`src/rtl/smbcfg_pkg.sv`:
```
package smbcfg_pkg;
  // strobes from the bus controller to the register datapath
  typedef struct packed {
    logic shiftIn;    // capture one received bit
    logic setPtr;     // load pointer from command byte
    logic blockMode;  // with setPtr: start at offset 0
    logic ptrInc;     // advance pointer
    logic writeByte;  // store received byte at pointer
    logic loadCount;  // load transmit byte with bank size
    logic loadData;   // load transmit byte from pointer
    logic txShift;    // move to next transmit bit
  } strobe_t;
endpackage

```
`src/rtl/smbcfg_regs.sv`:
```
module smbcfg_regs
  import smbcfg_pkg::*;
#(
  parameter int NUM_REGS = 5,
  parameter logic [8*NUM_REGS-1:0] RESET_VALS = 40'h00_10_FE_FF_FF
) (
  input  logic                  clk,
  input  logic                  rstN,
  input  logic                  sdaBit,
  input  strobe_t               strb,
  output logic [7:0]            rxByte,
  output logic                  txBit,
  output logic [8*NUM_REGS-1:0] cfgFlat
);
  localparam int OFS_W = 5;

  logic [7:0]       rxShift;
  logic [7:0]       txReg;
  logic [OFS_W-1:0] ptr;
  logic [7:0]       rdByte;
  logic [7:0]       bank [NUM_REGS];

  for (genvar k = 0; k < NUM_REGS; k++) begin : g_reg
    always_ff @(posedge clk or negedge rstN) begin
      if (!rstN)                                   bank[k] <= RESET_VALS[8*k +: 8];
      else if (strb.writeByte && ptr == OFS_W'(k)) bank[k] <= rxShift;
    end
    assign cfgFlat[8*k +: 8] = bank[k];
  end

  always_comb begin
    rdByte = 8'h00;
    for (int k = 0; k < NUM_REGS; k++)
      if (ptr == OFS_W'(k)) rdByte = bank[k];
  end

  always_ff @(posedge clk or negedge rstN) begin
    if (!rstN) begin
      rxShift <= 8'h00;
      txReg   <= 8'hFF;
      ptr     <= '0;
    end else begin
      if (strb.shiftIn) rxShift <= {rxShift[6:0], sdaBit};
      if (strb.setPtr)  ptr <= strb.blockMode ? '0 : rxShift[OFS_W-1:0];
      else if (strb.ptrInc) ptr <= ptr + 1'b1;
      if (strb.loadCount)     txReg <= 8'(NUM_REGS);
      else if (strb.loadData) txReg <= rdByte;
      else if (strb.txShift)  txReg <= {txReg[6:0], 1'b0};
    end
  end

  assign rxByte = rxShift;
  assign txBit  = txReg[7];
endmodule

```
`src/rtl/smbcfg_ctrl.sv`:
```
module smbcfg_ctrl
  import smbcfg_pkg::*;
#(
  parameter logic [6:0] DEV_ADDR = 7'h69
) (
  input  logic       clk,
  input  logic       rstN,
  input  logic       sclIn,
  input  logic       sdaIn,
  input  logic [7:0] rxByte,
  input  logic       txBit,
  output strobe_t    strb,
  output logic       sdaBit,
  output logic       sdaOe
);
  typedef enum logic [2:0] {ST_IDLE, ST_RX, ST_RXACK, ST_TX, ST_TXACK, ST_DEAF} state_t;
  typedef enum logic [1:0] {RL_ADDR, RL_CMD, RL_COUNT, RL_DATA} role_t;

  logic [1:0] sclSync, sdaSync;
  logic       sclQ, sdaQ;
  logic       sclS, sdaS, sclRise, sclFall, busStart, busStop;

  state_t     st, stN;
  role_t      role, roleN;
  logic [3:0] bitCnt, bitN;
  logic       readDir, readN, blockSel, blockN, txFirst, txFirstN;

  always_ff @(posedge clk or negedge rstN) begin
    if (!rstN) begin
      sclSync <= 2'b11; sdaSync <= 2'b11; sclQ <= 1'b1; sdaQ <= 1'b1;
    end else begin
      sclSync <= {sclSync[0], sclIn};
      sdaSync <= {sdaSync[0], sdaIn};
      sclQ    <= sclSync[1];
      sdaQ    <= sdaSync[1];
    end
  end

  assign sclS     = sclSync[1];
  assign sdaS     = sdaSync[1];
  assign sclRise  = sclS & ~sclQ;
  assign sclFall  = ~sclS & sclQ;
  assign busStart = sclS & sclQ & sdaQ & ~sdaS;
  assign busStop  = sclS & sclQ & ~sdaQ & sdaS;
  assign sdaBit   = sdaS;

  always_comb begin
    stN = st; roleN = role; bitN = bitCnt;
    readN = readDir; blockN = blockSel; txFirstN = txFirst;
    strb = '0;
    if (busStart) begin
      stN = ST_RX; roleN = RL_ADDR; bitN = 4'd0; readN = 1'b0;
    end else if (busStop) begin
      stN = ST_IDLE;
    end else begin
      unique case (st)
        ST_RX: begin
          if (sclRise && bitCnt < 4'd8) begin
            strb.shiftIn = 1'b1;
            bitN = bitCnt + 4'd1;
          end else if (sclFall && bitCnt == 4'd8) begin
            stN = ST_RXACK;
            unique case (role)
              RL_ADDR: begin
                if (rxByte[7:1] != DEV_ADDR) stN = ST_DEAF;
                else begin
                  readN = rxByte[0];
                  roleN = RL_CMD;
                end
              end
              RL_CMD: begin
                if (rxByte[6:5] != 2'b00) stN = ST_DEAF;
                else begin
                  strb.setPtr    = 1'b1;
                  strb.blockMode = ~rxByte[7];
                  blockN         = ~rxByte[7];
                  roleN          = rxByte[7] ? RL_DATA : RL_COUNT;
                end
              end
              RL_COUNT: roleN = RL_DATA;
              default: begin
                strb.writeByte = 1'b1;
                strb.ptrInc    = 1'b1;
              end
            endcase
          end
        end
        ST_RXACK: begin
          if (sclFall) begin
            bitN = 4'd0;
            if (readDir) begin
              stN = ST_TX;
              txFirstN = blockSel;
              if (blockSel) strb.loadCount = 1'b1;
              else          strb.loadData  = 1'b1;
            end else begin
              stN = ST_RX;
            end
          end
        end
        ST_TX: begin
          if (sclRise) bitN = bitCnt + 4'd1;
          else if (sclFall) begin
            if (bitCnt == 4'd8) stN = ST_TXACK;
            else                strb.txShift = 1'b1;
          end
        end
        ST_TXACK: begin
          if (sclRise) begin
            if (sdaS)          stN = ST_DEAF;
            else if (!txFirst) strb.ptrInc = 1'b1;
          end else if (sclFall) begin
            stN = ST_TX; bitN = 4'd0; txFirstN = 1'b0;
            strb.loadData = 1'b1;
          end
        end
        default: ;
      endcase
    end
  end

  always_ff @(posedge clk or negedge rstN) begin
    if (!rstN) begin
      st <= ST_IDLE; role <= RL_ADDR; bitCnt <= 4'd0;
      readDir <= 1'b0; blockSel <= 1'b0; txFirst <= 1'b0;
    end else begin
      st <= stN; role <= roleN; bitCnt <= bitN;
      readDir <= readN; blockSel <= blockN; txFirst <= txFirstN;
    end
  end

  assign sdaOe = (st == ST_RXACK) || (st == ST_TX && !txBit);
endmodule

```
`src/rtl/smbcfg_bank.sv`:
```
module smbcfg_bank
  import smbcfg_pkg::*;
#(
  parameter int NUM_REGS = 5,
  parameter logic [6:0] DEV_ADDR = 7'h69,
  parameter logic [8*NUM_REGS-1:0] RESET_VALS = 40'h00_10_FE_FF_FF
) (
  input  logic                  clk,
  input  logic                  rstN,
  input  logic                  sclIn,
  input  logic                  sdaIn,
  output logic                  sdaOe,
  output logic [8*NUM_REGS-1:0] cfgFlat,
  output logic                  cpuSpreadOn
);
  localparam int SPREAD_BIT = 16;

  strobe_t    strb;
  logic [7:0] rxByte;
  logic       txBit, sdaBit;

  smbcfg_ctrl #(.DEV_ADDR(DEV_ADDR)) u_ctrl (
    .clk(clk), .rstN(rstN), .sclIn(sclIn), .sdaIn(sdaIn),
    .rxByte(rxByte), .txBit(txBit), .strb(strb), .sdaBit(sdaBit), .sdaOe(sdaOe)
  );

  smbcfg_regs #(.NUM_REGS(NUM_REGS), .RESET_VALS(RESET_VALS)) u_regs (
    .clk(clk), .rstN(rstN), .sdaBit(sdaBit), .strb(strb),
    .rxByte(rxByte), .txBit(txBit), .cfgFlat(cfgFlat)
  );

  assign cpuSpreadOn = cfgFlat[SPREAD_BIT];
endmodule

```
`config.mk`:
```
export PLATFORM = sky130hd
export DESIGN_NAME = smbcfg_bank
export DESIGN_NICKNAME = d
export VERILOG_FILES = /design/src/rtl/smbcfg_pkg.sv /design/src/rtl/smbcfg_regs.sv /design/src/rtl/smbcfg_ctrl.sv /design/src/rtl/smbcfg_bank.sv
export SDC_FILE = /design/constraint.sdc
export NUM_CORES = 1
export LEC_CHECK = 0
export BUFFER_PORTS_ARGS = -buffer_cell sky130_fd_sc_hd__buf_2
export CORE_MARGIN = 5
export CORE_UTILIZATION = 42
export CTS_BUF_LIST = sky130_fd_sc_hd__clkbuf_16
export DETAILED_ROUTE_END_ITERATION = 8
export PLACE_DENSITY_LB_ADDON = 0.08
export RECOVER_POWER = 50
export SETUP_SLACK_MARGIN = 0.02
export SLEW_MARGIN = 20
export SYNTH_ARGS = -nofsm -noshare
export SYNTH_HDL_FRONTEND = slang
export SYNTH_SLANG_ARGS = --single-unit
```
`constraint.sdc`:
```
create_clock -name clk -period 5.8 [get_ports clk]
set_input_delay 0.58 -clock clk [delete_from_list [all_inputs] [get_ports clk]]
set_output_delay 0.58 -clock clk [all_outputs]
set_load 0.01 [all_outputs]
```
Yosys cells after proc, flatten, opt, wreduce, memory -nomap -nowiden. Cells that the tools add are included.

Register bits after elaboration: 79. Input bits: 4. Word-level logic and storage cells: 179.

Add/sub/neg operators: 2. Magnitude comparators: 1. Eq/ne operators: 32. Muxes and demuxes: 81. Bitwise logic cells: 16. Reduce and logical (&&, ||, !) cells: 29.

Operators by type and width (count): $mux W8 (10); $mux W3 (14); $mux W4 (8); $mux W1 (26); $mux W2 (13); $reduce_and A7 Y1 (3); $ne A4 B1 Y1 const B (4); $pmux W4 S4 (1); $mux W5 (3); $ne A2 B1 Y1 const B (6); $pmux W3 S4 (1); $reduce_bool A2 Y1 (6); $eq A5 B2 Y1 const B (2); $not A1 Y1 (9); $reduce_and A9 Y1 (1); $logic_and A1 B1 Y1 (8); $and A1 B1 Y1 (7); $ne A7 B7 Y1 const B (1); $eq A3 B2 Y1 const B (2); $ne A3 B1 Y1 const B (2); $ne A3 B2 Y1 const B (2); $pmux W1 S2 (3); $pmux W2 S3 (1); $pmux W3 S2 (1); other kinds (27) (27).

Longest topological paths before layout. Gate-level depths: netlist (run 1).

Depth in word-level cells: 11. Gate-level depth with buffers: 9.

Modules after synthesis. Synthesis (run 1) repeated with hierarchy kept, for this count alone.

Cells, all modules: 390. Area, all modules: 4314.1 µm².

By module, submodules not included: smbcfg_regs (instances 1, cells each 232, area an instance 2954.1 µm², seq. area each 1566.5 µm²); smbcfg_ctrl (instances 1, cells each 157, area an instance 1352.5 µm², seq. area each 457.9 µm²); smbcfg_bank (instances 1, cells each 1, area an instance 7.5 µm², seq. area each 0.0 µm²).

Worst setup path after synthesis (run 1). Ideal clock, no wire load.

Path type: register to register. From: register u_ctrl.bitCnt[0]. To: register u_regs.bank (netlist bit u_regs.cfgFlat[24]). Data arrival time: 1.846 ns. Required time: 5.672 ns. Path slack: 3.826 ns. Cell stages (with the launch flop): 8. Buffers on the path: 0. Cells stage by stage: dfrtp_1 -> inv_1 -> ha_1 -> and3b_1 -> nand4_1 -> nor3_2 -> nand2_1 -> mux2_1.

Cells in the longest elaborated chain, start to end: 8. Elaborated cells between the ends (all ways): 10. Those cells by class: 1 x order compare; 1 x eq/ne; 5 x mux; 3 x reduce/logical.

RTL lines: start: declaration (line smbcfg_ctrl.sv:25) `logic [3:0] bitCnt, bitN;`; start signal: assignment (line smbcfg_ctrl.sv:127) `st <= stN; role <= roleN; bitCnt <= bitN;`; branches (longest 3 deep; another with $lt A4 B4 Y1); $mux W4 (*) (line smbcfg_ctrl.sv:58) `if (sclRise && bitCnt < 4'd8) begin`; $mux W1 (*) (line smbcfg_ctrl.sv:56) `unique case (st)`; $mux W8 (*) (line smbcfg_ctrl.sv:53) `end else if (busStop) begin`; $mux W8 (*) (line smbcfg_ctrl.sv:51) `if (busStart) begin`; $logic_and A1 B1 Y1 (*) (line smbcfg_regs.sv:26) `else if (strb.writeByte && ptr == OFS_W'(k)) bank[k] <= rxShift;`; end signal: indexed assignment (line smbcfg_regs.sv:25) `if (!rstN) bank[k] <= RESET_VALS[8*k +: 8];`; end signal: indexed assignment (line smbcfg_regs.sv:26); end: declaration (line smbcfg_regs.sv:21) `logic [7:0] bank [NUM_REGS];`.

Mark *: on every way between the ends. A chain may end at the register's enable or synchronous reset.

Worst setup path after layout (run 1).
From: register u_ctrl.bitCnt[0]. To: register u_regs.bank (netlist bit u_regs.cfgFlat[16]).

Same word-level chain as after synthesis.

==> key figures, run 1 <==
Timing
  • RSZ-0062 raised after global routing: false
  • Final-report setup violation count: 0
  • Count of final hold-check violations: 0
  • Final period demand of the worst path: 2.45 ns
  • Worst hold margin: 0.343 ns
  • Fmax: 408 MHz
  • Post-route clock period utilization: 42.3%
  • Final setup slack of the worst path: 3.35 ns
  • Max Slew Vio Count: 41
  • Fin Clk Skew: 0.00869 ns
  • Summed negative setup slack over all endpoints: 0 ns
  • Max-slew headroom: -47.6%
  • Slew at the pin closest to its max-slew limit: 2.21 ns

Synthesis
  • Number of library cell types mapped by synthesis: 56
  • Asr flop ratio synth: 100%
  • Mean instance size in the synthesized netlist: 11.1 um^2
  • Count of yosys warnings during synthesis: 0
  • Number of nets in the synthesized netlist: 372
  • Instance count of the mapped netlist: 358
  • Sequential element share of the synthesized area: 50.8%
  • Synthesis-stage register bit count: 79
  • Number of enable flip-flop cells after synthesis: 0
  • Most used flip-flop cell after synthesis: dfrtp_1
  • Post-synthesis instance area: 3990 um^2

Global route
  • Antenna violations before repair: 0
  • First-pass GRT wire length: 16.3 mm
  • Overall Global Routing Usage: 18.2%
  • Overflow left after global routing: 0
  • Via count of the first global-routing pass: 2887
  • Pin count of the biggest net entering global routing: 80

Routing
  • Average wire per cell in the routed design: 18.4 um
  • Total length of routed wires: 9.74 mm
  • Pre-Repair DR Iteration Count: 5
  • 1st-iter DRT viols: 115
  • Via density per instance: 5.48
  • Overall via count from detail_route: 2904
  • DRT antenna net count: 0
  • DRC Markers: 0

Pwr
  • Net switching power figure: 0.000506 W
  • IR Drop Worst-Case VDD: 0.160 mV
  • Switch share: 31.4%
  • Share of total power in sequential cells: 44.4%
  • Leakage power figure: 2.02 nW
  • Clock share of power: 37.7%
  • Internal cell power: 0.00111 W
  • Power density over cell area: 350 nW/um^2
  • Relative contribution of combinational cells to total power: 17.9%

Final layout
  • Ratio of cells with drive above 1 in the final layout: 33.4%
  • Count of antenna diodes in the layout: 0
  • Count of fill cells added during filler insertion: 879
  • Final instance count without filler cells: 530
  • Growth of design area from synthesis to finish: 15.8%
  • Final core utilization: 49.9%
  • Net count, final: 410

Worst hold path
  • Worst min-delay path class: input port to flip-flop
  • Hold path depth: 1
  • Startpoint of the worst hold path: sdaIn
  • Worst Hold Endpoint: u_ctrl.sdaSync[0]$_DFF_PN1_

Critical path
  • R2r worst-path depth: 7
  • Crit-path max FO: 8
  • Worst R2R Start: u_ctrl.bitCnt[0]$_DFFE_PN0P_
  • Startpoint type of the worst setup path: flip-flop
  • Family with the most delay on the worst path: simple AND/OR/NAND/NOR gates
  • Path type of the worst setup path: flip-flop to flip-flop
  • Critical Path, Cell by Cell: inv_1, ha_1, and3b_1, nand4_1, nor3_2, nand2_1, mux2_1
  • Buffers and inverters on the worst path: 1
  • CP endpoint kind: flip-flop
  • Critical R2R Capture: u_regs.cfgFlat[16]$_DFFE_PN0P_
  • CP arrival: 2.67 ns
  • Slowest stage cell on the critical path: dfrtp_1
  • Flop2flop setup slack: 3.35 ns
  • Largest stage delay on the critical path: 0.41 ns
  • Required time of the worst setup path: 6.02 ns

Outcome
  • Violations in the final reports: max-capacitance violations, max-slew violations
  • Outcome: finished with violations

Floorplanning
  • Die width: 107 um
  • Die Footprint: 11500 um^2
  • Core area: 9240 um^2
  • Starting Density: 43.1%
  • Die H: 107 um
  • Number of core rows: 35
  • IO Count: 46

Clocking
  • H-tree levels: 3
  • Number of sinks on the clock net: 79
  • Clock-pin slew on the worst setup and hold paths: 0.06 ns
  • Post-CTS Setup Bufs: 0
  • Count of cells resized by post-cts repair: 0
  • CTS tree: done
  • Library cell used as clock root buffer: clkbuf_16
  • Hold buffers post-CTS: 0
  • TritonCTS Buffers: 9
  • Number of buffers on the longest clock path: 2
  • Insertion delay of the later-clocked pin in the worst-skew pair: 0.33 ns

Place
  • Worst setup timing slack at the placement stage: 3.38 ns
  • Placed Cells incl. Taps: 513
  • Gp weighted congestion: 0.807
  • Total of buffers placed on input and output ports: 45
  • HPWL after DPL: 6.86 mm

Run
  • Number of max-cap violations: 1
[routing by layer]
metal / vias to the layer above / share of wire, % / track usage (%) / routed length (um)
met2: 71 / 43 / 25.7 / 4160
met1: 1431 / 51 / 27.1 / 4970
li1: 1389 / - / - / -
met3: 13 / 4.3 / 4.62 / 423
met5: - / 0 / 0 / 0
met4: 0 / 1.8 / 5.59 / 177
[metrics by stage]
step | power, W | cell area (um^2)
2_1_floorplan | 0.000919 | 3990
3_3_place_gp | 0.00101 | 4300
3_5_place_dp | 0.00101 | 4300
4_1_cts | 0.00163 | 4620
5_1_grt | 0.00170 | 4610
6_report | 0.00161 | 4610
[Yosys cell counts (3+ instances only)]
master | count | area share [%]
a22oi_1 | 8 | 1.5
ha_1 | 10 | 3.1
nor3_1 | 7 | 0.88
nand2_1 | 25 | 2.4
a211o_1 | 3 | 0.66
nor2b_1 | 4 | 0.63
nand3_1 | 9 | 1.1
mux2i_1 | 5 | 1.3
clkbuf_1 | 14 | 1.3
inv_1 | 15 | 1.4
o21ai_0 | 20 | 2.5
mux2_2 | 47 | 13
dfrtp_1 | 41 | 26
nand2b_1 | 5 | 0.78
a21oi_1 | 30 | 3.8
buf_2 | 3 | 0.38
a221oi_1 | 4 | 0.88
nand4_1 | 3 | 0.47
a32o_1 | 4 | 1.0
nor2_1 | 12 | 1.1
dfstp_2 | 38 | 25
or3_1 | 4 | 0.63
xnor2_1 | 5 | 1.1
[worst reg2reg max path, stage by stage, from the launching register on]
cell     delay [ns]
dfrtp_1        0.41
inv_1          0.07
ha_1           0.13
and3b_1        0.25
nand4_1        0.33
nor3_2         0.40
nand2_1        0.33
mux2_1         0.40
[state kept, by name, indices dropped and copies added (netlist names)]
| register | flops |
|---|---|
| u_regs.txReg | 8 |
| u_regs.rxByte | 8 |
| u_ctrl.readDir | 1 |
| u_ctrl.sclSync | 2 |
| u_ctrl.sdaSync | 2 |
| u_ctrl.role | 2 |
| u_regs.ptr | 5 |
| u_ctrl.blockSel | 1 |
| u_ctrl.sdaQ | 1 |
| u_ctrl.txFirst | 1 |
| u_ctrl.sclQ | 1 |
| u_ctrl.st | 3 |
| u_regs.cfgFlat | 40 |
| u_ctrl.bitCnt | 4 |
[cells in the final DEF, fill, tap and decap left out, drive strengths merged, types with 9 or more instances in the layout]
| cell type | n |
|---|---|
| mux2 | 49 |
| dfrtp | 41 |
| dfstp | 38 |
| a21oi | 30 |
| buf | 30 |
| nand2 | 25 |
| clkbuf | 25 |
| o21ai | 20 |
| inv | 16 |
| nor2 | 13 |
| ha | 10 |
| nand3 | 9 |
[layout make-up]
type	instances	area, um^2	share of cell area, %
timing repair buffer	46	225	4.88
clock inverter	7	95.1	2.06
multi-input combinational	245	1830	39.6
inverter	15	56.3	1.22
tap	129	161	3.50
clock buffer	9	225	4.88
sequential	79	2020	43.9
[logic make-up (layout without fill, tap and decap cells)]
kind of cell	Yosys count	count (layout)	synth area share [%]
simple gates	89	89	12.1
compound gates	86	86	14.1
flops	79	79	50.8
mux	54	54	15.1
buf+inv	34	77	3.39
fa+ha+maj	10	10	3.14
xor+xnor	6	6	1.32
[power groups by stage]
stage | Sequential [W] | Combinational (W) | Clock, W
detailed placement | 0.000726 | 0.000286 | 0
CTS | 0.000717 | 0.000287 | 0.000624
floorplan | 0.000658 | 0.000262 | 0
global route | 0.000729 | 0.000327 | 0.000647
finish | 0.000716 | 0.000289 | 0.000608
global placement | 0.000726 | 0.000280 | 0
[worst max-delay path by stage]
stage | start | endpoint | slack (ns) | depth (start not counted)
finish | u_ctrl.bitCnt[0]$_DFFE_PN0P_ | u_regs.cfgFlat[16]$_DFFE_PN0P_ | 3.35 | 7
global route | u_ctrl.st[0]$_DFFE_PN0P_ | u_regs.cfgFlat[16]$_DFFE_PN0P_ | 3.16 | 5
CTS | u_ctrl.bitCnt[0]$_DFFE_PN0P_ | u_regs.cfgFlat[16]$_DFFE_PN0P_ | 3.37 | 7
detailed placement | u_ctrl.bitCnt[0]$_DFFE_PN0P_ | u_regs.cfgFlat[16]$_DFFE_PN0P_ | 3.38 | 7
global placement | u_ctrl.bitCnt[0]$_DFFE_PN0P_ | u_regs.cfgFlat[16]$_DFFE_PN0P_ | 3.41 | 7
floorplan | u_ctrl.bitCnt[0]$_DFFE_PN0P_ | u_regs.cfgFlat[24]$_DFFE_PN0P_ | 3.83 | 7
Power figures use the tool's default switching activity.
==> run 2: changes to the inputs <==
==> constraint.sdc (replaced) <==
create_clock -name clk -period 2.2 [get_ports clk]
set_input_delay 0.22 -clock clk [delete_from_list [all_inputs] [get_ports clk]]
set_output_delay 0.22 -clock clk [all_outputs]
set_load 0.01 [all_outputs]
==> run 2 against run 1 <==
- the flow now finishes without violations
- first-iteration DRC count increased by 32%
- sequential power increased by 150%
- clock-buffer cell count unchanged
- setup slack got worse by 3.2 ns
- largest power group unchanged
- die area unchanged
- combinational power increased to 3.9 times the previous value
- critical endpoint is now u_regs.ptr[1]$_DFFE_PN0P_
==> key figures, run 2 (same netlist as run 1, synthesis figures left out) <==
Outcome
  • Outcome: completed

Critical path
  • Path type of the worst setup path: flip-flop to flip-flop
  • CP endpoint kind: flip-flop
  • Startpoint of the worst setup timing path: u_ctrl.st[1]$_DFFE_PN0P_
  • R2r worst-path depth: 5 (-2)
  • Required time of the worst setup path: 2.39 ns (-3.63 ns)
  • Critical path endpoint: u_regs.ptr[1]$_DFFE_PN0P_
  • Critical R2R Capture: u_regs.ptr[1]$_DFFE_PN0P_
  • Flop2flop setup slack: 0.16 ns (-3.19 ns)
  • Startpoint type of the worst setup path: flip-flop
  • Worst R2R Start: u_ctrl.st[1]$_DFFE_PN0P_
  • Crit-path max FO: 7 (-1)
  • CP arrival: 2.23 ns (-0.44 ns)

Global route
  • First-pass GRT wire length: 16.9 mm (+3.9%)
  • Antenna violations before repair: 0 (unchanged)
  • Via count of the first global-routing pass: 3069 (+6.3%)
  • Pin count of the biggest net entering global routing: 43 (-46%)
  • Overall Global Routing Usage: 18.9% (+0.78 points)
  • Overflow left after global routing: 0 (unchanged)

Timing
  • Slew at the pin closest to its max-slew limit: 0.937 ns (-1.28 ns)
  • Count of final hold-check violations: 0 (unchanged)
  • RSZ-0062 raised after global routing: false
  • Fin Clk Skew: 0.0129 ns (+0.00424 ns)
  • Fmax: 490 MHz (+20%)
  • Max Slew Vio Count: 0 (-100%)
  • Post-route clock period utilization: 92.8% (+51 points)
  • Final setup slack of the worst path: 0.158 ns (-3.19 ns)
  • Summed negative setup slack over all endpoints: 0 ns (unchanged)
  • Final period demand of the worst path: 2.04 ns (-0.411 ns)
  • Max-slew headroom: 37.5% (+85 points)
  • Final-report setup violation count: 0 (unchanged)

Clocking
  • Number of sinks on the clock net: 79 (unchanged)
  • Library cell used as clock root buffer: clkbuf_16
  • Number of buffers on the longest clock path: 2 (unchanged)
  • H-tree levels: 3 (unchanged)
  • CTS tree: done
  • TritonCTS Buffers: 9 (unchanged)
  • Insertion delay of the later-clocked pin in the worst-skew pair: 0.33 ns (about the same)
  • Post-CTS Setup Bufs: 0 (unchanged)
  • Clock-pin slew on the worst setup and hold paths: 0.06 ns (about the same)

Pwr
  • IR Drop Worst-Case VDD: 0.473 mV (+200%)
  • Power density over cell area: 888 nW/um^2 (+150%)
  • Net switching power figure: 0.00141 W (+180%)
  • Switch share: 33.0% (+1.7 points)
  • Relative contribution of combinational cells to total power: 26.7% (+8.8 points)
  • Internal cell power: 0.00286 W (+160%)
  • Clock share of power: 31.9% (-5.8 points)
  • Leakage power figure: 2.16 nW (+6.9%)
  • Total Power: 0.00427 W (+160%)
  • Share of total power in sequential cells: 41.5% (-2.9 points)

Floorplanning
  • Die Footprint: 11500 um^2 (unchanged)
  • IO Count: 46 (unchanged)
  • Die width: 107 um (unchanged)
  • Starting Density: 43.1% (unchanged)
  • Die H: 107 um (unchanged)
  • Number of core rows: 35 (unchanged)
  • Core area: 9240 um^2 (unchanged)

Routing
  • DRC Markers: 0 (unchanged)
  • Metal1 wirelength: 5.10 mm (+2.4%)
  • Via density per instance: 5.36 (-2.3%)
  • Average wire per cell in the routed design: 18.2 um (-0.99%)
  • Met2 routed wirelength: 4.38 mm (+5.3%)
  • Met3 Wirelength: 652 um (+54%)
  • Highest metal used: met4
  • 1st-iter DRT viols: 152 (+32%)
  • Pre-Repair DR Iteration Count: 4 (-1)
  • Overall via count from detail_route: 3010 (+3.7%)
  • DRT antenna net count: 0 (unchanged)
  • Total length of routed wires: 10.2 mm (+5.0%)

Final layout
  • Count of fill cells added during filler insertion: 854 (-2.8%)
  • Net count, final: 442 (+7.8%)
  • Commonest non-fill, non-tap cells in the layout: mux2_2 (47), dfrtp_1 (41), dfstp_2 (37)
  • Number of flip-flops under the largest register name: 40 (unchanged)
  • Growth of design area from synthesis to finish: 20.7%
  • Ratio of cells with drive above 1 in the final layout: 37.9% (+4.5 points)
  • Count of antenna diodes in the layout: 0 (unchanged)
  • Final core utilization: 52.1% (+2.1 points)
  • Most common library cell in the layout ignoring fill and taps: mux2_2

Place
  • Total of buffers placed on input and output ports: 45 (unchanged)
  • Gp weighted congestion: 0.884 (+9.5%)
  • HPWL after DPL: 7.40 mm (+7.9%)
  • Worst setup timing slack at the placement stage: -0.0464 ns (-3.43 ns)

Run
  • Number of max-cap violations: 0 (-1)

Worst hold path
  • Worst min-delay path class: flip-flop to flip-flop
==> run 2: changes by cell type in the layout (fill, tap and decap cells not counted), sizes merged <==
cell	delta
bufinv	-2
clkinv	+1
inv	+2
dlygate4sd3	+3
buf	+26
clkbuf	+3
clkinvlp	-1
==> run 2: layout make-up <==
cell class	count	area, um^2	share of cell area, %
clock buffer	9	225	4.68
timing repair buffer	78	459	9.54
inverter	15	56.3	1.17
multi-input combinational	245	1840	38.3
clock inverter	7	41.3	0.858
tap	129	161	3.36
sequential	79	2020	42.1
==> run 2: through the flow <==
stage / instance area (um^2) / hold slack, ns / cells
3_3_place_gp: 4530 / 0.224 / 543
3_5_place_dp: 4530 / 0.223 / 543
2_1_floorplan: 3990 / -0.0756 / 358
4_1_cts: 4840 / 0.356 / 562
6_report: 4810 / 0.355 / 562
5_1_grt: 4810 / 0.364 / 562
==> run 2: how the worst min path moves through the flow <==
stage,from,endpoint,depth (start not counted)
finish,u_ctrl.sclSync[0]$_DFF_PN1_,u_ctrl.sclSync[1]$_DFF_PN1_,0
global route,u_ctrl.sclSync[0]$_DFF_PN1_,u_ctrl.sclSync[1]$_DFF_PN1_,0
CTS,u_ctrl.sclSync[0]$_DFF_PN1_,u_ctrl.sclSync[1]$_DFF_PN1_,0
detailed placement,rstN,u_ctrl.st[1]$_DFFE_PN0P_,1
global placement,rstN,u_ctrl.st[0]$_DFFE_PN0P_,1
floorplan,rstN,u_ctrl.bitCnt[0]$_DFFE_PN0P_,0
==> run 2: power groups by stage <==
| stage | clock (W) | sequential, W | combinational (W) |
|---|---|---|---|
| 5_1_grt | 0.00146 | 0.00179 | 0.00127 |
| 4_1_cts | 0.00139 | 0.00178 | 0.00113 |
| 3_3_place_gp | 0 | 0.00179 | 0.00112 |
| 2_1_floorplan | 0 | 0.00173 | 0.000690 |
| 6_report | 0.00136 | 0.00177 | 0.00114 |
| 3_5_place_dp | 0 | 0.00180 | 0.00112 |
==> run 2: critical path: stages (launching register included) <==
cell and delay, ns:
dfrtp_1 0.46, or3b_1 0.54, or4_4 0.49, nand2_1 0.14, mux2i_1 0.20, a21oi_1 0.08
==> run 2: what timing repair did <==
item                                    CTS  global route
endpoints found under the hold margin    24             0
hold buffers                              3             0
endpoints found under the setup margin    1            29
resized for setup                         1             3
pin swaps                                 1             4
==> run 2: metal layers <==
layer | GRT usage, % | up-vias
li1 | - | 1443
met1 | 29.1 | 1469
met2 | 26.9 | 90
met3 | 4.32 | 8
met4 | 4.33 | 0
met5 | 0 | -
